==> src/rtl/exu_pkg.sv <==
package exu_pkg;
    localparam int XLEN = 32;

    typedef enum logic [2:0] {
        OP_ADD  = 3'b000,
        OP_SUB  = 3'b001,
        OP_AND  = 3'b010,
        OP_OR   = 3'b011,
        OP_SLT  = 3'b100,
        OP_SRA  = 3'b101,
        OP_ADD3 = 3'b110,
        OP_BSET = 3'b111
    } exu_op_e;
endpackage

==> src/rtl/exu_sra.sv <==
// Arithmetic right shifter with its own count-source mux.
module exu_sra #(
    parameter int W  = 32,
    localparam int SH = $clog2(W)
) (
    input  logic [W-1:0]  value,
    input  logic [SH-1:0] field_amt,
    input  logic [SH-1:0] reg_amt,
    input  logic          amt_sel,
    output logic [W-1:0]  shifted
);
    logic [SH-1:0] amt;
    logic [W-1:0]  stage [SH+1];

    always_comb amt = amt_sel ? reg_amt : field_amt;

    assign stage[0] = value;
    // One log2 stage per bit of the count, sign bit fills from the left.
    for (genvar s = 0; s < SH; s++) begin : g_stage
        localparam int D = 1 << s;
        assign stage[s+1] = amt[s] ? {{D{stage[s][W-1]}}, stage[s][W-1:D]} : stage[s];
    end
    assign shifted = stage[SH];
endmodule

==> src/rtl/exu_bitmask.sv <==
// One-hot mask generator for the bit-set operation.
module exu_bitmask #(
    parameter int W  = 32,
    localparam int SH = $clog2(W)
) (
    input  logic [SH-1:0] pos,
    output logic [W-1:0]  mask
);
    for (genvar i = 0; i < W; i++) begin : g_bit
        assign mask[i] = (pos == SH'(i));
    end

    always_comb begin
        AST_MASK_ONEHOT: assert ($countones(mask) == 1);
    end
endmodule

==> src/rtl/exu_aux_add.sv <==
// Auxiliary adder: sign-extended partial sum of the first two sources.
module exu_aux_add #(
    parameter int W = 32
) (
    input  logic [W-1:0] a,
    input  logic [W-1:0] b,
    output logic [W:0]   partial
);
    always_comb partial = {a[W-1], a} + {b[W-1], b};
endmodule

==> src/rtl/exec_unit.sv <==
module exec_unit
    import exu_pkg::*;
#(
    parameter int W  = XLEN,
    localparam int SH = $clog2(W)
) (
    input  logic          clk,
    input  logic          rst_n,
    input  logic [2:0]    op,
    input  logic [W-1:0]  src_a,
    input  logic [W-1:0]  src_b,
    input  logic [W-1:0]  src_c,
    input  logic [SH-1:0] shamt,
    input  logic [W-1:0]  imm,
    input  logic          use_imm,
    input  logic          amt_from_reg,
    output logic [W-1:0]  res,
    output logic          zf,
    output logic          of
);
    typedef struct packed {
        logic [W-1:0] result;
        logic         zero;
        logic         ovf;
    } exu_state_t;

    exu_state_t st_d, st_q;

    logic [W-1:0] opb;
    logic [W-1:0] sra_out;
    logic [W-1:0] bit_mask;
    logic [W:0]   pair_sum;
    logic [W:0]   sum_w;
    logic [W:0]   dif_w;
    logic [W+1:0] tri_w;

    exu_sra #(.W(W)) u_sra (
        .value    (src_b),
        .field_amt(shamt),
        .reg_amt  (src_a[SH-1:0]),
        .amt_sel  (amt_from_reg),
        .shifted  (sra_out)
    );

    exu_bitmask #(.W(W)) u_mask (
        .pos (src_a[SH-1:0]),
        .mask(bit_mask)
    );

    exu_aux_add #(.W(W)) u_aux (
        .a      (src_a),
        .b      (src_b),
        .partial(pair_sum)
    );

    always_comb begin
        opb   = use_imm ? imm : src_b;
        sum_w = {src_a[W-1], src_a} + {opb[W-1], opb};
        dif_w = {src_a[W-1], src_a} - {opb[W-1], opb};
        tri_w = {pair_sum[W], pair_sum} + {{2{src_c[W-1]}}, src_c};

        st_d = '0;
        unique case (exu_op_e'(op))
            OP_ADD: begin
                st_d.result = sum_w[W-1:0];
                st_d.ovf    = sum_w[W] ^ sum_w[W-1];
            end
            OP_SUB: begin
                st_d.result = dif_w[W-1:0];
                st_d.ovf    = dif_w[W] ^ dif_w[W-1];
            end
            OP_AND:  st_d.result = src_a & opb;
            OP_OR:   st_d.result = src_a | opb;
            OP_SLT:  st_d.result = {{(W-1){1'b0}}, ($signed(src_a) < $signed(opb))};
            OP_SRA:  st_d.result = sra_out;
            OP_ADD3: begin
                st_d.result = tri_w[W-1:0];
                st_d.ovf    = !((tri_w[W+1:W-1] == 3'b000) || (tri_w[W+1:W-1] == 3'b111));
            end
            OP_BSET: st_d.result = src_b | bit_mask;
            default: st_d.result = '0;
        endcase
        st_d.zero = (st_d.result == '0);
    end

    always_ff @(posedge clk) begin
        if (!rst_n) begin
            st_q <= '{result: '0, zero: 1'b1, ovf: 1'b0};
        end else begin
            st_q <= st_d;
        end
    end

    assign res = st_q.result;
    assign zf  = st_q.zero;
    assign of  = st_q.ovf;

    AST_LOGIC_NO_OVF: assert property (@(posedge clk) disable iff (!rst_n)
        ($past(rst_n) && ($past(op) inside {3'b010, 3'b011, 3'b100, 3'b101, 3'b111})) |-> !of);

    AST_SLT_BOOLEAN: assert property (@(posedge clk) disable iff (!rst_n)
        ($past(rst_n) && $past(op) == 3'b100) |-> (res[W-1:1] == '0));

    AST_SRA_SIGN_KEPT: assert property (@(posedge clk) disable iff (!rst_n)
        ($past(rst_n) && $past(op) == 3'b101) |-> (res[W-1] == $past(src_b[W-1])));

    AST_BSET_KEEPS_TARGET: assert property (@(posedge clk) disable iff (!rst_n)
        ($past(rst_n) && $past(op) == 3'b111) |-> ((res & $past(src_b)) == $past(src_b)));

    AST_SUB_SELF_ZERO: assert property (@(posedge clk) disable iff (!rst_n)
        ($past(rst_n) && $past(op) == 3'b001 && !$past(use_imm) && $past(src_a) == $past(src_b))
        |-> (zf && !of));
endmodule

==> config.mk <==
export PLATFORM = sky130hd
export DESIGN_NAME = exec_unit
export DESIGN_NICKNAME = d
export VERILOG_FILES = /design/src/rtl/exu_pkg.sv /design/src/rtl/exu_sra.sv /design/src/rtl/exu_bitmask.sv /design/src/rtl/exu_aux_add.sv /design/src/rtl/exec_unit.sv
export SDC_FILE = /design/constraint.sdc
export NUM_CORES = 1
export LEC_CHECK = 0
export CAP_MARGIN = 5
export CORE_MARGIN = 4
export CORE_UTILIZATION = 55
export DETAILED_ROUTE_END_ITERATION = 10
export GPL_TIMING_DRIVEN = 0
export PLACE_DENSITY = 0.77
export SLEW_MARGIN = 0
export SYNTH_ARGS = -nofsm -noshare
export SYNTH_HDL_FRONTEND = slang
export SYNTH_HIERARCHICAL = 1
export SYNTH_SLANG_ARGS = --single-unit
==> constraint.sdc <==
create_clock -name clk -period 7.1 [get_ports clk]
set_clock_uncertainty 0.15 [all_clocks]
set_input_delay 1.065 -clock clk [delete_from_list [all_inputs] [get_ports clk]]
set_output_delay 1.065 -clock clk [all_outputs]
set_load 0.1 [all_outputs]
== Yosys cells after proc, flatten, opt, wreduce, memory -nomap -nowiden ==
Index checks and enable logic that the tools add are counted.

* Register bits: 34
* Bits of input ports: 140
* Output and inout port bits: 34
* Word-level logic and storage cells: 67

* Add/sub/neg operators: 4
* Magnitude comparators: 1
* Equal/unequal tests: 39
* Multiplexer cells: 9
* Bitwise operators: 5
* Reduce and logical (&&, ||, !) cells: 6

{| class="wikitable"
|+ Operators with widths
! operator !! count
|-
| $pmux 32 s8 || 1
|-
| $mux 31 || 5
|-
| $eq 5x5->1 const B || 16
|-
| $add 32x32->33 || 2
|-
| $or 32x32->32 || 2
|-
| $eq 5x4->1 const B || 8
|-
| $add 33x32->34 || 1
|-
| $sub 32x32->33 || 1
|-
| $and 32x32->32 || 1
|-
| $logic_not 32->1 || 1
|-
| $lt 32x32->1 || 1
|-
| $mux 32 || 1
|-
| $eq 5x3->1 const B || 4
|-
| $eq 3x3->1 const B || 5
|-
| $eq 5x2->1 const B || 2
|-
| $eq 3x2->1 const B || 2
|-
| $logic_not 3->1 || 2
|-
| $eq 5x1->1 const B || 1
|-
| $logic_not 5->1 || 1
|-
| $mux 5 || 1
|-
| $eq 3x1->1 const B || 1
|-
| $pmux 1 s3 || 1
|-
| $xor 1x1->1 || 2
|-
| $logic_not 1->1 || 1
|-
| $logic_or 1x1->1 || 1
|}

== Logic depth before layout (Yosys ltp) ==
Gate-level depths: netlist of run 1.

* Depth in word-level cells: 8
* Mapped depth: 21

== Cells and area by module ==
Netlist of run 1, hierarchy kept.

{| class="wikitable"
|+ Modules (own cells, without submodules)
! module !! times used !! cells each !! area an instance (µm²)
|-
| exec_unit || 1 || 1376 || 9521.6
|-
| exu_aux_add || 1 || 278 || 1935.6
|-
| exu_sra || 1 || 204 || 1794.2
|-
| exu_bitmask || 1 || 47 || 221.5
|}

== Least setup slack after synthesis of run 1 ==
OpenSTA, ideal clock, no wires.

* Path kind: input port to flip-flop
* From: input use_imm
* To: register st_q (netlist bit zf)
* Library setup time: 84 ps
* Data arrival time: 5566 ps
* Required time: 6866 ps
* Setup slack: 1300 ps
* Cell stages on the path: 17
* Buffers on the path: 2
* Cells stage by stage: clkbuf_1 -> buf_1 -> mux2i_1 -> inv_1 -> ha_1 -> fa_1 -> a21o_1 -> a221o_1 -> a21oi_1 -> o32ai_2 -> xnor2_1 -> a221o_1 -> or4_1 -> or4_1 -> nor4_2 -> nand4b_1 -> o31ai_2

* Cells in the longest elaborated chain, start to end: 4
* Elaborated cells on any way between the ends: 8
* Classes of those cells: add/sub: 2; order compare: 1; mux: 2; bitwise: 2; reduce/logical: 1

{| class="wikitable"
|+ RTL lines
! what !! RTL line !! RTL
|-
| start: declaration || exec_unit.sv:15 || <nowiki>input logic use_imm,</nowiki>
|-
| $mux 32 * || exec_unit.sv:57 || <nowiki>opb = use_imm ? imm : src_b;</nowiki>
|-
| $sub 32x32->33 (tied with other cells) || exec_unit.sv:59 || <nowiki>dif_w = {src_a[W-1], src_a} - {opb[W-1], opb};</nowiki>
|-
| $pmux 32 s8 * || exec_unit.sv:63 || <nowiki>unique case (exu_op_e'(op))</nowiki>
|-
| $logic_not 32->1 * || exec_unit.sv:83 || <nowiki>st_d.zero = (st_d.result == '0);</nowiki>
|-
| end signal: assignment || exec_unit.sv:88 || <nowiki>st_q <= '{result: '0, zero: 1'b1, ovf: 1'b0};</nowiki>
|-
| end signal: assignment || exec_unit.sv:90 || <nowiki>st_q <= st_d;</nowiki>
|-
| end: declaration || exec_unit.sv:27 || <nowiki>exu_state_t st_d, st_q;</nowiki>
|}

Every way passes the cells marked *; elsewhere a longest branch is shown, timed or not.
A chain may end at the register's enable or synchronous reset.

== Final worst setup path of run 1 ==
* From: input src_b[0]
* To: register st_q (netlist bit zf)

* Elaborated cells on any way between the ends: 16
* Classes of those cells: add/sub: 4; order compare: 1; mux: 7; bitwise: 3; reduce/logical: 1

{| class="wikitable"
|+ RTL lines
! what !! RTL line !! RTL
|-
| start: declaration || exec_unit.sv:11 || <nowiki>input logic [W-1:0] src_b,</nowiki>
|-
| $add 32x32->33 || exu_aux_add.sv:9 || <nowiki>always_comb partial = {a[W-1], a} + {b[W-1], b};</nowiki>
|-
| net pair_sum[24] || exec_unit.sv:32 || <nowiki>logic [W:0] pair_sum;</nowiki>
|-
| $add 33x32->34 || exec_unit.sv:60 || <nowiki>tri_w = {pair_sum[W], pair_sum} + {{2{src_c[W-1]}}, src_c};</nowiki>
|-
| $pmux 32 s8 || exec_unit.sv:63 ||
|-
| $logic_not 32->1 || exec_unit.sv:83 ||
|}

The timed path passes the listed nets, and every way through them passes these cells.

==> results of run 1 <==
how the worst max path moves through the flow:
stage | start | to | slack (ns) | depth (start not counted)
after floorplan | use_imm | zf | 1.30 | 17
after global placement | src_a[0] | zf | -0.47 | 21
after detailed placement | src_a[0] | zf | -0.60 | 21
after CTS | src_a[4] | zf | 0.05 | 20
after global routing | src_b[0] | zf | -0.002 | 22
final | src_b[0] | zf | 0.20 | 21
kinds of logic (layout without fill, tap and decap cells):
| group | count (synthesis) | after routing |
|---|---|---|
| flops | 34 | 34 |
| simple gates | 586 | 586 |
| mux | 116 | 116 |
| compound gates | 701 | 701 |
| fa+ha+maj | 168 | 168 |
| buf+inv | 233 | 410 |
| xor+xnor | 67 | 67 |
cell usage after synthesis (all sizes together) (13+ instances only):
library cell,number
nand2b,20
buf,35
o221ai,15
a221oi,14
nand4,28
ha,164
nand2,138
xor2,27
o21a,27
inv,117
mux2,13
clkbuf,79
nor2,166
and2,25
a211o,15
a21oi,179
nand3,33
a211oi,21
nor4,17
xnor2,40
nor3,56
o21ai,140
o21bai,18
nor2b,15
o211ai,35
o31ai,23
mux2i,80
a21o,43
or3,23
dfxtp,34
a31oi,23
o22ai,27
and3,13
mux4,23
flip-flops by register name (all words and copies together), names as in the netlist:
signal	flops
of	1
zf	1
res	32
what timing repair did:
action	CTS	global route
pin swaps	0	1
endpoints found under the setup margin	2	2
resized for setup	3	11
setup buffers	0	1
per-stage QoR:
stage / area, sq um / utilization / worst slack (ns) / cells
after CTS: 15700 / 0.651 / 0.0539 / 2408
after global placement: 15600 / 0.645 / -0.466 / 2400
final: 15800 / 0.652 / 0.197 / 2406
after global routing: 15800 / 0.652 / -0.00242 / 2406
after floorplan: 13500 / - / 1.30 / 1905
after detailed placement: 15600 / 0.645 / -0.599 / 2400
power groups by stage:
stage | combinational (uW) | sequential, uW | clock [uW]
3_3_place_gp | 1930 | 224 | 0
5_1_grt | 2170 | 222 | 221
6_report | 2060 | 220 | 218
2_1_floorplan | 1180 | 400 | 0
4_1_cts | 1970 | 220 | 217
3_5_place_dp | 1950 | 225 | 0
final cells by class:
class,instances,area share
Clock inverter,1,0.000318
Timing Repair Buffer,172,0.109
Sequential cell,34,0.0432
Clock buffer,7,0.00905
Multi-Input combinational cell,1638,0.754
Inverter,119,0.0283
Buffer,111,0.0305
Tap cell,324,0.0257
routing by layer:
layer	track usage	up-vias	routed length, um
met5	0	-	32
met4	0.187	4	3360
met3	0.110	262	9070
met2	0.687	1380	26700
met1	0.563	8026	22800
li1	-	7536	-
==> summary.md, run 1 <==
| Metric | Value |
|---|---|
| CP Buf/Inv Count | `2` |
| EDFF count, synth | `0` |
| Synth area leaders | `ha_1 (15%), a21oi_1 (6.6%), mux2i_1 (5.7%), dfxtp_1 (5.1%), o21ai_0 (4.8%)` |
| Die area | `0.0271 sq mm` |
| Final nets | `2389` |
| Setup crit end kind | `flip-flop` |
| Largest family of logic cells by synthesized area | `compound AO/OA/AOI/OAI gates` |
| Hold Worst Slack | `1.41 ns` |
| Final min period | `6.90 ns` |
| Delay-heaviest family, CP | `compound AO/OA/AOI/OAI gates` |
| Ys async rst share | `0` |
| Post-Synth Adder-Cell Area | `0.158` |
| Wire per inst | `25.8 um` |
| Commonest non-fill, non-tap cell in the layout | `a21oi_1` |
| Internal | `1060 uW` |
| Setup TNS | `0 ns` |
| Logic gate share of total power | `0.825` |
| NetSw | `1440 uW` |
| Xor/xnor share of the synthesized area | `0.0436` |
| Startpoint Class | `primary input` |
| Die Height | `165 um` |
| Initial antenna violation count | `2` |
| Synthesized Nets | `2213` |
| Largest net degree at the start of global routing | `17` |
| CP max-delay cell | `clkdlybuf4s50_1` |
| Pwr dens | `159 mW/mm^2` |
| CP Data Required Time | `7.14 ns` |
| Commonest cells after routing, fill and taps aside | `a21oi_1 (177), nor2_1 (166), clkdlybuf4s50_1 (166)` |
| Number of port buffers | `171` |
| Post-DP HPWL | `51100 um` |
| Sequential-to-total area share from yosys stat | `0.0505` |
| P_leak | `0.00661 uW` |
| Pwr Total | `2500 uW` |
| TritonCTS Buffers | `5` |
| Ratio of cells with drive above 1 in the final layout | `0.0567` |
| Fillcell total | `2189` |
| Synth Area in Compound Gates | `0.352` |
| Reg clk slew, reported paths | `0.05 ns` |
| WL final | `62000 um` |
| Core area | `0.0242 sq mm` |
| Hold depth | `2` |
| Vias in the first global route | `15698` |
| Hold WC Path Type | `primary input to flip-flop` |
| CP peak stage delay | `0.54 ns` |
| Synth Flop Type | `dfxtp_1` |
| # rows | `57` |
| Max-slew headroom | `0.0265` |
| CTS sink cnt | `34` |
| Hold Fails Final Rpt | `0` |
| Multi-input logic area | `0.0119 sq mm` |
| Vias after detailed routing | `17208` |
| Critical Path, Cell by Cell | `clkdlybuf4s50_1, ha_1, fa_1, a21o_1, a221o_1, o311ai_4, nand2_1, a41oi_1, xnor2_1, ha_1, a21oi_1, o21a_1, o21ai_0, a31oi_1, o221ai_1, nor4_2, buf_4, o221ai_1, nor4_2, nand4b_1, o31ai_2` |
| GRT Util Overall | `0.435` |
| Initial Utilization | `0.557` |
| Cell area after synthesis | `0.0135 sq mm` |
| CTS tree | `built` |
| Post-route clock period utilization | `0.972` |
| Layout area overhead | `17.0%` |
| Arr. time, crit path | `6.95 ns` |
| Synth Area in Simple Gates | `0.216` |
| Seq. cell area | `681 sq um` |
| Endpoints failing setup | `0` |
| Die width | `165 um` |
| Mux share of post-synthesis cell area | `0.111` |
| Worst VDD drop | `184 uV` |
| Synth area leader | `ha_1` |
| Sequential fraction of design power | `0.088` |
| Num ports | `174` |
| Hold buffer count at CTS | `0` |
| Least-Margin Pin Slew | `1.45 ns` |
| Routed Antenna Nets | `0` |
| Clock root buffer master | `clkbuf_16` |
| Congestion Overflow GR | `0` |
| Crit path kind | `primary input to flip-flop` |
| Post-synth cell types | `107` |
| Initial DRC Count | `2584` |
| Yosys reg bits | `34` |
| DRC Markers | `0` |
| GP Congestion | `1.10` |
| Via density | `7.15` |
| Worst Hold End | `res[31]` |
| Clk buf depth | `2` |
| Number of diodes | `0` |
| Post-Syn Instances | `1905` |
| Hold Startpoint | `rst_n` |
| Global-route wire length before repair | `91100 um` |
| Switching share of total power | `0.577` |
| Status | `finished clean` |
| Max-cap violations | `0` |
| Top-area cell type share of the netlist area | `0.152` |
| Final Max Tran Viols | `0` |
| DR pass1 iterations | `7` |
| Ys Warns | `6` |
| H-tree levels | `2` |
| Clock share of power | `0.087` |
| Avg Cell Area, Syn | `7.07 sq um` |
| F_max | `0.145 GHz` |
| Crit path max fanout | `4` |
No activity file was read; power rests on OpenSTA's default activity.
==> run 2, diff against run 1 <==
Settings changed: DONT_BUFFER_PORTS set to 1, PLACE_DENSITY 0.77 to 0.68.
==> run 2 against run 1 <==
Fmax increased by 1.4%; first-iteration DRC count decreased by 2.4%; utilization decreased by 7.2 points; count of clock-buffer cells in the layout decreased by 1; via count decreased by 4.4%; final area decreased by 11%; non-clock buffer count decreased by 169; setup slack improved by 0.099 ns; final cell count decreased by 7.0%; wire length increased by 0.12%; global-route usage increased by 0.43 points; clock power decreased by 2%.
==> summary.md, run 2 (synthesis results as in run 1) <==
| Metric | Value |
|---|---|
| Setup crit end | `zf` |
| Commonest cells after routing, fill and taps aside | `a21oi_1 (177), nor2_1 (166), ha_1 (164)` |
| Congestion Overflow GR | `0 (unchanged)` |
| WL final | `62000 um (+0.12%)` |
| Max reg flops | `32 (unchanged)` |
| Final Max Tran Viols | `0 (unchanged)` |
| Reg clk slew, reported paths | `0.06 ns (about the same)` |
| Initial Utilization | `0.557 (unchanged)` |
| Ratio of cells with drive above 1 in the final layout | `0.0591 (+0.00239)` |
| Largest net degree at the start of global routing | `17 (unchanged)` |
| Endpoints failing setup | `0 (unchanged)` |
| Setup crit end kind | `flip-flop` |
| Internal | `944 uW (-11%)` |
| Final min period | `6.80 ns (-0.0986 ns)` |
| TritonCTS Buffers | `5 (unchanged)` |
| F_max | `0.147 GHz (+1.4%)` |
| Post-DP HPWL | `51200 um (+0.24%)` |
| GP Congestion | `1.03 (-6.4%)` |
| Hold Worst Slack | `0.745 ns (-0.662 ns)` |
| Arr. time, crit path | `6.86 ns (-0.09 ns)` |
| Logic gate share of total power | `0.736 (-0.089)` |
| DR pass1 iterations | `7 (unchanged)` |
| Max-cap violations | `0 (unchanged)` |
| Clk buf depth | `2 (unchanged)` |
| CTS sink cnt | `34 (unchanged)` |
| Die area | `0.0271 sq mm (unchanged)` |
| Multi-input logic area | `0.0119 sq mm (-0.21%)` |
| Final core utilization | `0.580 (-0.0718)` |
| Crit path max fanout | `10 (+6)` |
| Fillcell total | `2332 (+6.5%)` |
| Layout area overhead | `4.09%` |
| # rows | `57 (unchanged)` |
| H-tree levels | `2 (unchanged)` |
| Cts repair resizes | `0 (-3)` |
| Initial antenna violation count | `0 (-2)` |
| Global-route wire length before repair | `91500 um (+0.38%)` |
| Routed Antenna Nets | `0 (unchanged)` |
| Via density | `7.35 (+2.8%)` |
| Clock share of power | `0.092 (+0.005)` |
| NetSw | `1370 uW (-5.2%)` |
| CP Data Required Time | `7.16 ns (+0.02 ns)` |
| Crit path kind | `primary input to flip-flop` |
| Commonest non-fill, non-tap cell in the layout | `a21oi_1` |
| Switching share of total power | `0.592 (+0.0149)` |
| RSZ-0062 raised after global routing | `no` |
| Crit. Startpoint | `use_imm` |
| Sequential fraction of design power | `0.172 (+0.084)` |
| Clock root buffer master | `clkbuf_16` |
| Die width | `165 um (unchanged)` |
| GRT Util Overall | `0.439 (+0.00429)` |
| Startpoint Class | `primary input` |
| Pwr dens | `165 mW/mm^2 (+3.9%)` |
| Least-Margin Pin Slew | `1.38 ns (-0.0710 ns)` |
| Max-slew headroom | `0.0742 (+0.0477)` |
| Setup TNS | `0 ns (unchanged)` |
| Seq. cell area | `681 sq um (unchanged)` |
| Hold Fails Final Rpt | `0 (unchanged)` |
| Status | `finished clean` |
| CTS tree | `built` |
| Final nets | `2220 (-7.1%)` |
| Hold WC Path Type | `primary input to flip-flop` |
| Number of port buffers | `0 (-100%)` |
| Wire per inst | `27.7 um (+7.6%)` |
| Vias after detailed routing | `16453 (-4.4%)` |
| Die Height | `165 um (unchanged)` |
| Initial DRC Count | `2523 (-2.4%)` |
| Vias in the first global route | `15168 (-3.4%)` |
| Num ports | `174 (unchanged)` |
| Core area | `0.0242 sq mm (unchanged)` |
| Post-route clock period utilization | `0.958 (-0.0139)` |
| P_leak | `0.00592 uW (-10%)` |
| Worst VDD drop | `178 uV (-3.1%)` |
| DRC Markers | `0 (unchanged)` |
| Post-CTS Setup Repair Bufs | `0 (unchanged)` |
| Hold buffer count at CTS | `0 (unchanged)` |
-- run 2: cell types whose count changed in the layout (fill, tap and decap cells not counted), sizes merged --
cell / delta
clkdlybuf4s50: -166
dlymetal6s2s: -3
buf: -1
clkbuf: +1
clkinv: +1
diode: +1
dlygate4sd2: -1
-- run 2: power groups by stage --
| stage | Sequential, uW | Combinational, uW | Clock (uW) |
|---|---|---|---|
| floorplan | 400 | 1180 | 0 |
| global placement | 401 | 1590 | 0 |
| detailed placement | 403 | 1610 | 0 |
| CTS | 399 | 1620 | 209 |
| global route | 402 | 1810 | 219 |
| finish | 398 | 1700 | 213 |
-- run 2: per-stage QoR --
step	instances	area (sq um)	power (uW)	setup slack [ns]
floorplan	1905	13500	1580	1.30
global placement	2229	13900	1990	0.203
detailed placement	2229	13900	2010	0.118
CTS	2237	14000	2230	0.412
global route	2237	14000	2440	0.0499
finish	2238	14000	2310	0.295
-- run 2: layout make-up --
class | count | area share
Inverter | 119 | 0.0319
Multi-Input combinational cell | 1638 | 0.845
Tap cell | 324 | 0.0289
Clock buffer | 6 | 0.00919
Antenna cell | 1 | 0.000178
Clock inverter | 2 | 0.000981
Buffer | 114 | 0.0351
Sequential cell | 34 | 0.0485
-- run 2: how the worst min path moves through the flow --
stage	end	cells past startpoint	slack, ns	start
after detailed placement	res[28]	1	1.04	rst_n
after floorplan	res[19]	1	1.04	rst_n
final	res[28]	1	0.74	rst_n
after global routing	res[28]	1	0.76	rst_n
after CTS	res[28]	1	0.75	rst_n
after global placement	res[21]	1	1.04	rst_n
-- run 2: routing by layer --
metal  up-vias  track usage  share of wire
met5         -            0              0
met4         0        0.194          0.055
met3       251        0.116           0.14
met2      1289        0.687           0.43
met1      7703        0.569           0.37
li1       7210            -              -
-- run 2: worst max-delay path, stage by stage --
cell and delay (ns):
clkbuf_1 0.35, buf_1 0.60, mux2i_1 0.51, inv_1 0.12
ha_1 0.31, fa_1 0.46, a21o_1 0.21, a221o_1 0.37
a21oi_1 0.35, o32ai_2 0.16, xnor2_1 0.15, a221o_1 0.40
or4_1 0.54, or4_1 0.59, nor4_2 0.33, nand4b_1 0.15
o31ai_2 0.17
